`config.mk`:
```
export PLATFORM = sky130hd
export DESIGN_NAME = fclk_timebase
export DESIGN_NICKNAME = d
export VERILOG_FILES = /design/src/rtl/fclk_pkg.sv /design/src/rtl/fclk_divider.sv /design/src/rtl/fclk_pulse_timer.sv /design/src/rtl/fclk_timebase.sv
export SDC_FILE = /design/constraint.sdc
export NUM_CORES = 1
export LEC_CHECK = 0
export BUFFER_PORTS_ARGS = -buffer_cell sky130_fd_sc_hd__buf_2
export CAP_MARGIN = 15
export CORE_ASPECT_RATIO = 2
export CORE_UTILIZATION = 25
export DETAILED_ROUTE_END_ITERATION = 8
export PLACE_DENSITY_LB_ADDON = 0.08
export SLEW_MARGIN = 20
export SYNTH_ARGS = -nofsm -noshare
export SYNTH_HDL_FRONTEND = slang
export SYNTH_HIERARCHICAL = 1
export SYNTH_SLANG_ARGS = --single-unit
export TNS_END_PERCENT = 10
```
`constraint.sdc`:
```
create_clock -name clk -period 2.4 [get_ports clk]
set_input_delay 0.48 -clock clk [delete_from_list [all_inputs] [get_ports clk]]
set_output_delay 0.48 -clock clk [all_outputs]
set_load 0.03 [all_outputs]
```
`src/rtl/fclk_pkg.sv`:
```
package fclk_pkg;

    typedef enum logic [1:0] {
        ST_UNCONF = 2'd0,
        ST_IDLE   = 2'd1,
        ST_RUN    = 2'd2,
        ST_FINISH = 2'd3
    } fclk_state_e;

    localparam int STAT_ERR_BIT = 4;

endpackage

```
`src/rtl/fclk_divider.sv`:
```
module fclk_divider #(
    parameter int DIV_W     = 6,
    parameter int PRE_RATIO = 8
) (
    input  logic             clk,
    input  logic             rst_n,
    input  logic             run,
    input  logic [DIV_W-1:0] div,
    input  logic             pre_en,
    output logic             tick
);
    localparam int PRE_W = $clog2(PRE_RATIO);

    logic [PRE_W-1:0] pre_cnt;
    logic [DIV_W-1:0] div_cnt;
    logic             pre_wrap;
    logic             period_end;

    assign pre_wrap   = !pre_en || (pre_cnt == PRE_W'(PRE_RATIO - 1));
    assign period_end = pre_wrap && (div_cnt == div);

    always_ff @(posedge clk or negedge rst_n) begin
        if (!rst_n) begin
            pre_cnt <= '0;
            div_cnt <= '0;
            tick    <= 1'b0;
        end else if (!run) begin
            pre_cnt <= '0;
            div_cnt <= '0;
            tick    <= 1'b0;
        end else begin
            pre_cnt <= pre_wrap ? '0 : pre_cnt + PRE_W'(1);
            if (pre_wrap) begin
                div_cnt <= period_end ? '0 : div_cnt + DIV_W'(1);
            end
            tick <= period_end;
        end
    end

endmodule

```
`src/rtl/fclk_pulse_timer.sv`:
```
module fclk_pulse_timer #(
    parameter int CNT_W = 6
) (
    input  logic             clk,
    input  logic             rst_n,
    input  logic             clear,
    input  logic             count_en,
    input  logic             tick,
    input  logic [CNT_W-1:0] target,
    output logic             hit
);
    logic [CNT_W-1:0] cnt;

    assign hit = count_en && tick && (cnt == target - CNT_W'(1));

    always_ff @(posedge clk or negedge rst_n) begin
        if (!rst_n) begin
            cnt <= '0;
        end else if (clear) begin
            cnt <= '0;
        end else if (count_en && tick) begin
            cnt <= cnt + CNT_W'(1);
        end
    end

endmodule

```
`src/rtl/fclk_timebase.sv`:
```
module fclk_timebase
    import fclk_pkg::*;
#(
    parameter int DIV_W       = 6,
    parameter int PRE_RATIO   = 8,
    parameter int PROG_TICKS  = 20,
    parameter int ERASE_TICKS = 40
) (
    input  logic             clk,
    input  logic             rst_n,
    input  logic             reg_wr,
    input  logic             reg_sel,
    input  logic [DIV_W+1:0] reg_wdata,
    output logic [DIV_W+1:0] reg_rdata,
    input  logic             cmd_start,
    input  logic             cmd_kind,
    output logic             tick,
    output logic             cmd_accept,
    output logic             pulse_busy,
    output logic             pulse_done
);
    localparam int REG_W      = DIV_W + 2;
    localparam int PRE_BIT    = DIV_W;
    localparam int LOADED_BIT = DIV_W + 1;
    localparam int MAX_TICKS  = (PROG_TICKS > ERASE_TICKS) ? PROG_TICKS : ERASE_TICKS;
    localparam int CNT_W      = $clog2(MAX_TICKS + 1);

    fclk_state_e      state, state_nx;
    logic [DIV_W-1:0] div_q;
    logic             pre_q;
    logic             acc_err;
    logic             kind_q;
    logic             loaded;
    logic             div_wr;
    logic             stat_wr;
    logic             div_take;
    logic             count_en;
    logic             hit;
    logic [CNT_W-1:0] target;
    logic             unused_wdata;

    assign div_wr       = reg_wr && !reg_sel;
    assign stat_wr      = reg_wr && reg_sel;
    assign unused_wdata = reg_wdata[LOADED_BIT];
    assign target       = kind_q ? CNT_W'(ERASE_TICKS) : CNT_W'(PROG_TICKS);

    // State register
    always_ff @(posedge clk or negedge rst_n) begin
        if (!rst_n) state <= ST_UNCONF;
        else        state <= state_nx;
    end

    // Next-state logic
    always_comb begin
        state_nx = state;
        unique case (state)
            ST_UNCONF: if (div_wr && !acc_err) state_nx = ST_IDLE;
            ST_IDLE:   if (cmd_start)          state_nx = ST_RUN;
            ST_RUN:    if (hit)                state_nx = ST_FINISH;
            ST_FINISH:                         state_nx = ST_IDLE;
        endcase
    end

    // Outputs
    always_comb begin
        loaded     = 1'b1;
        div_take   = 1'b0;
        cmd_accept = 1'b0;
        pulse_busy = 1'b0;
        pulse_done = 1'b0;
        count_en   = 1'b0;
        unique case (state)
            ST_UNCONF: begin
                loaded   = 1'b0;
                div_take = div_wr && !acc_err;
            end
            ST_IDLE:   cmd_accept = cmd_start;
            ST_RUN: begin
                pulse_busy = 1'b1;
                count_en   = 1'b1;
            end
            ST_FINISH: pulse_done = 1'b1;
        endcase
    end

    // Configuration and status registers
    always_ff @(posedge clk or negedge rst_n) begin
        if (!rst_n) begin
            div_q   <= '0;
            pre_q   <= 1'b0;
            acc_err <= 1'b0;
            kind_q  <= 1'b0;
        end else begin
            if (div_take) begin
                div_q <= reg_wdata[DIV_W-1:0];
                pre_q <= reg_wdata[PRE_BIT];
            end
            if (cmd_start && !loaded)
                acc_err <= 1'b1;
            else if (stat_wr && reg_wdata[STAT_ERR_BIT])
                acc_err <= 1'b0;
            if (cmd_accept)
                kind_q <= cmd_kind;
        end
    end

    always_comb begin
        if (reg_sel) begin
            reg_rdata               = '0;
            reg_rdata[STAT_ERR_BIT] = acc_err;
        end else begin
            reg_rdata = {loaded, pre_q, div_q};
        end
    end

    fclk_divider #(
        .DIV_W     (DIV_W),
        .PRE_RATIO (PRE_RATIO)
    ) u_div (
        .clk    (clk),
        .rst_n  (rst_n),
        .run    (loaded),
        .div    (div_q),
        .pre_en (pre_q),
        .tick   (tick)
    );

    fclk_pulse_timer #(
        .CNT_W (CNT_W)
    ) u_timer (
        .clk      (clk),
        .rst_n    (rst_n),
        .clear    (cmd_accept),
        .count_en (count_en),
        .tick     (tick),
        .target   (target),
        .hit      (hit)
    );

endmodule

```
==> metrics <==
status completed; core area 6360 sq um; final setup fails 0; initial core utilization 26.2%; Static Leak 0.936 nW; Layout Skew 0.00284 ns; Die X 59.8 um; number of synthesis warnings 6; Die H 118 um; via/cell ratio 4.40; combinational family with the most area after synthesis simple AND/OR/NAND/NOR gates; first-pass GRT wire length 6.71 mm; CTS tree built; via count 1,241; GR peak layer met2; Synth cell types 40; CTS root buffer clkbuf_16; pre-CTS setup slack 0.0276 ns; clk slew on worst S/H paths 0.07 ns; crit path kind reg -> reg; post-synthesis mux area share 7.27%; data arrival time of the worst path 2.43 ns; Reg2Reg Capture Point state[1]; Mean Syn Cell Area 10.4 sq um; vias in the first global route 1,421; Hold WC Path Type in -> async; r2r startpoint kind_q; minimum clock period 2.29 ns; met3 usage under 10%; Routed Antenna Nets 0; commonest non-fill, non-tap cell in the layout dfrtp_1; CTS max path bufs 2; met1 GRT Util about an eighth; crit start category flip-flop; Slew @ Worst Pin 0.639 ns; register bit total from synthesis 27; DRC Markers 0; fraction of layout cells with a size suffix above 1 33.7%; nets@finish 220; pwr dens 1150 nW/um^2; period utilization between 90 and 100%; overall global routing resource usage 12.6%; FF-to-FF setup slack 0.11 ns; Die Area 7030 sq um; Synth-to-Final Area Change 21.2%; Slew Limit Fails 0; post-synthesis adder-cell area fraction 6.75%; DPL Wire Length ~3.0 mm; Iteration-0 DRC Markers 24; CTS sink cnt 27; Synth Area in XOR/XNOR 9.45%; I/O Pins 26; Crit. Startpoint kind_q; synthesized area about 1700 sq um; Worst EP required 2.55 ns; Worst IR Drop VDD 0.000460 V; Routed WL about 3.9 mm; CP endpoint state[1]; Routability Congestion 0.760; max-cap violation count 0; Crit Path Max Fanout 4; Ant. Diodes 0; met2 usage 23.9%; Slew headroom 57.4%; Port Buffers 24; Syn Inst Count between 150 and 200; num rows approximately 40; compound-cell area share of the yosys netlist 10.8%; H-tree levels 1; largest net degree at the start of global routing 28; FMAX about 440 MHz; Skew-Pair Late Insertion Delay about 0.26 ns; commonest non-fill, non-tap cells in the layout dfrtp_1 (27), buf_2 (24), nand2_1 (14); count of final hold-check violations 0; DR pass1 iterations 4; Synth Area in Simple Gates 20.2%; DR WL/cell 13.8 um; antenna violations before repair 0; sequential area share after synthesis around two fifths; GR Overflow Total 0; Setup WS post-layout 0.115 ns; CTS Buf Count 3; Post-Route Setup TNS 0 ns; Critical Path End Type flip-flop; path depth of the worst reg2reg path 8
==> what timing repair did <==
| item | CTS | global route |
|---|---|---|
| hold buffers | 0 | 0 |
| endpoints found under the setup margin | 0 | 2 |
| setup buffers | 0 | 1 |
| gates resized for setup | 0 | 5 |
==> routing by layer <==
| metal | vias to the layer above | wire length (um) |
|---|---|---|
| li1 | 612 | - |
| met1 | 604 | 1400 |
| met2 | 20 | 2310 |
| met3 | 5 | 96 |
| met4 | 0 | 79 |
| met5 | - | 0 |
==> synthesized netlist by cell type (all sizes together) <==
master	n	area, sq um
a2111oi	1	15.0
a21oi	3	18.8
a222oi	1	10.0
a31oi	1	6.26
and2	3	20.0
and2b	7	61.3
and3	3	21.3
buf	5	43.8
conb	1	3.75
dfrtp	27	676
ha	9	113
inv	10	37.5
mux2	9	101
mux2i	2	20.0
nand2	14	52.6
nand2b	2	12.5
nand3	5	37.5
nand3b	1	7.51
nand4	2	12.5
nor2	14	55.1
nor2b	1	13.8
nor3	4	20.0
o2111ai	2	23.8
o211ai	6	45.0
o21ai	7	46.3
o221ai	1	15.0
or3b	1	11.3
or4	1	11.3
xnor2	9	78.8
xor2	9	78.8
==> through the flow <==
| stage | hold slack [ns] | util (%) | std cells | power [mW] | area, sq um |
|---|---|---|---|---|---|
| global placement | 0.443 | 30.1 | 277 | 1.90 | 1920 |
| CTS | 0.263 | 31.4 | 281 | 2.34 | 1990 |
| finish | 0.237 | 31.8 | 282 | 2.33 | 2020 |
| floorplan | 0.184 | - | 167 | 1.67 | 1690 |
| detailed placement | 0.449 | 30.1 | 277 | 1.94 | 1920 |
| global route | 0.289 | 31.8 | 282 | 2.53 | 2020 |
==> critical path, stage by stage (launching register included) <==
cell and delay [ns]:
dfrtp_1 0.39, buf_4 0.16, xnor2_1 0.16, a21oi_2 0.15
o2111ai_2 0.16, a2111oi_4 0.33, inv_1 0.07, a222oi_1 0.39
mux2_1 0.37
==> registers in the layout, summed over array words and instances (netlist names) <==
name	count
acc_err	1
div_q	6
kind_q	1
pre_q	1
state	2
u_div/div_cnt	6
u_div/pre_cnt	3
u_div/tick	1
u_timer/cnt	6
==> how the worst min path moves through the flow <==
stage / from / end / slack, ns / cells past startpoint
after floorplan: rst_n / acc_err / 0.18 / 0
after global placement: u_div/pre_cnt[0] / u_div/pre_cnt[0] / 0.44 / 1
after detailed placement: u_div/pre_cnt[0] / u_div/pre_cnt[0] / 0.45 / 1
after CTS: rst_n / div_q[3] / 0.26 / 1
after global routing: rst_n / div_q[2] / 0.29 / 1
final: rst_n / u_div/div_cnt[0] / 0.24 / 1
==> layout make-up <==
class                   instances  area [sq um]
fillers                       694          4340
multi-input cells             125           958
clock buffers                   4          78.8
inverters                      10          37.5
flip-flops and latches         27           676
repair buffers                 30           165
well taps                      86           108
==> cells by family after synthesis <==
family | count (synthesis)
buf+inv | 15
xor+xnor | 18
simple gates | 58
compound gates | 22
mux | 11
other cells | 1
fa+ha+maj | 9
flops | 27
==> report_power, final <==
group,leakage [nW],internal (mW),switching [mW]
logic,0.551,0.483,0.690
clock network,0.0382,0.228,0.156
registers,0.347,0.619,0.157
total,0.936,1.33,1.00
No activity file was read; power rests on OpenSTA's default activity.
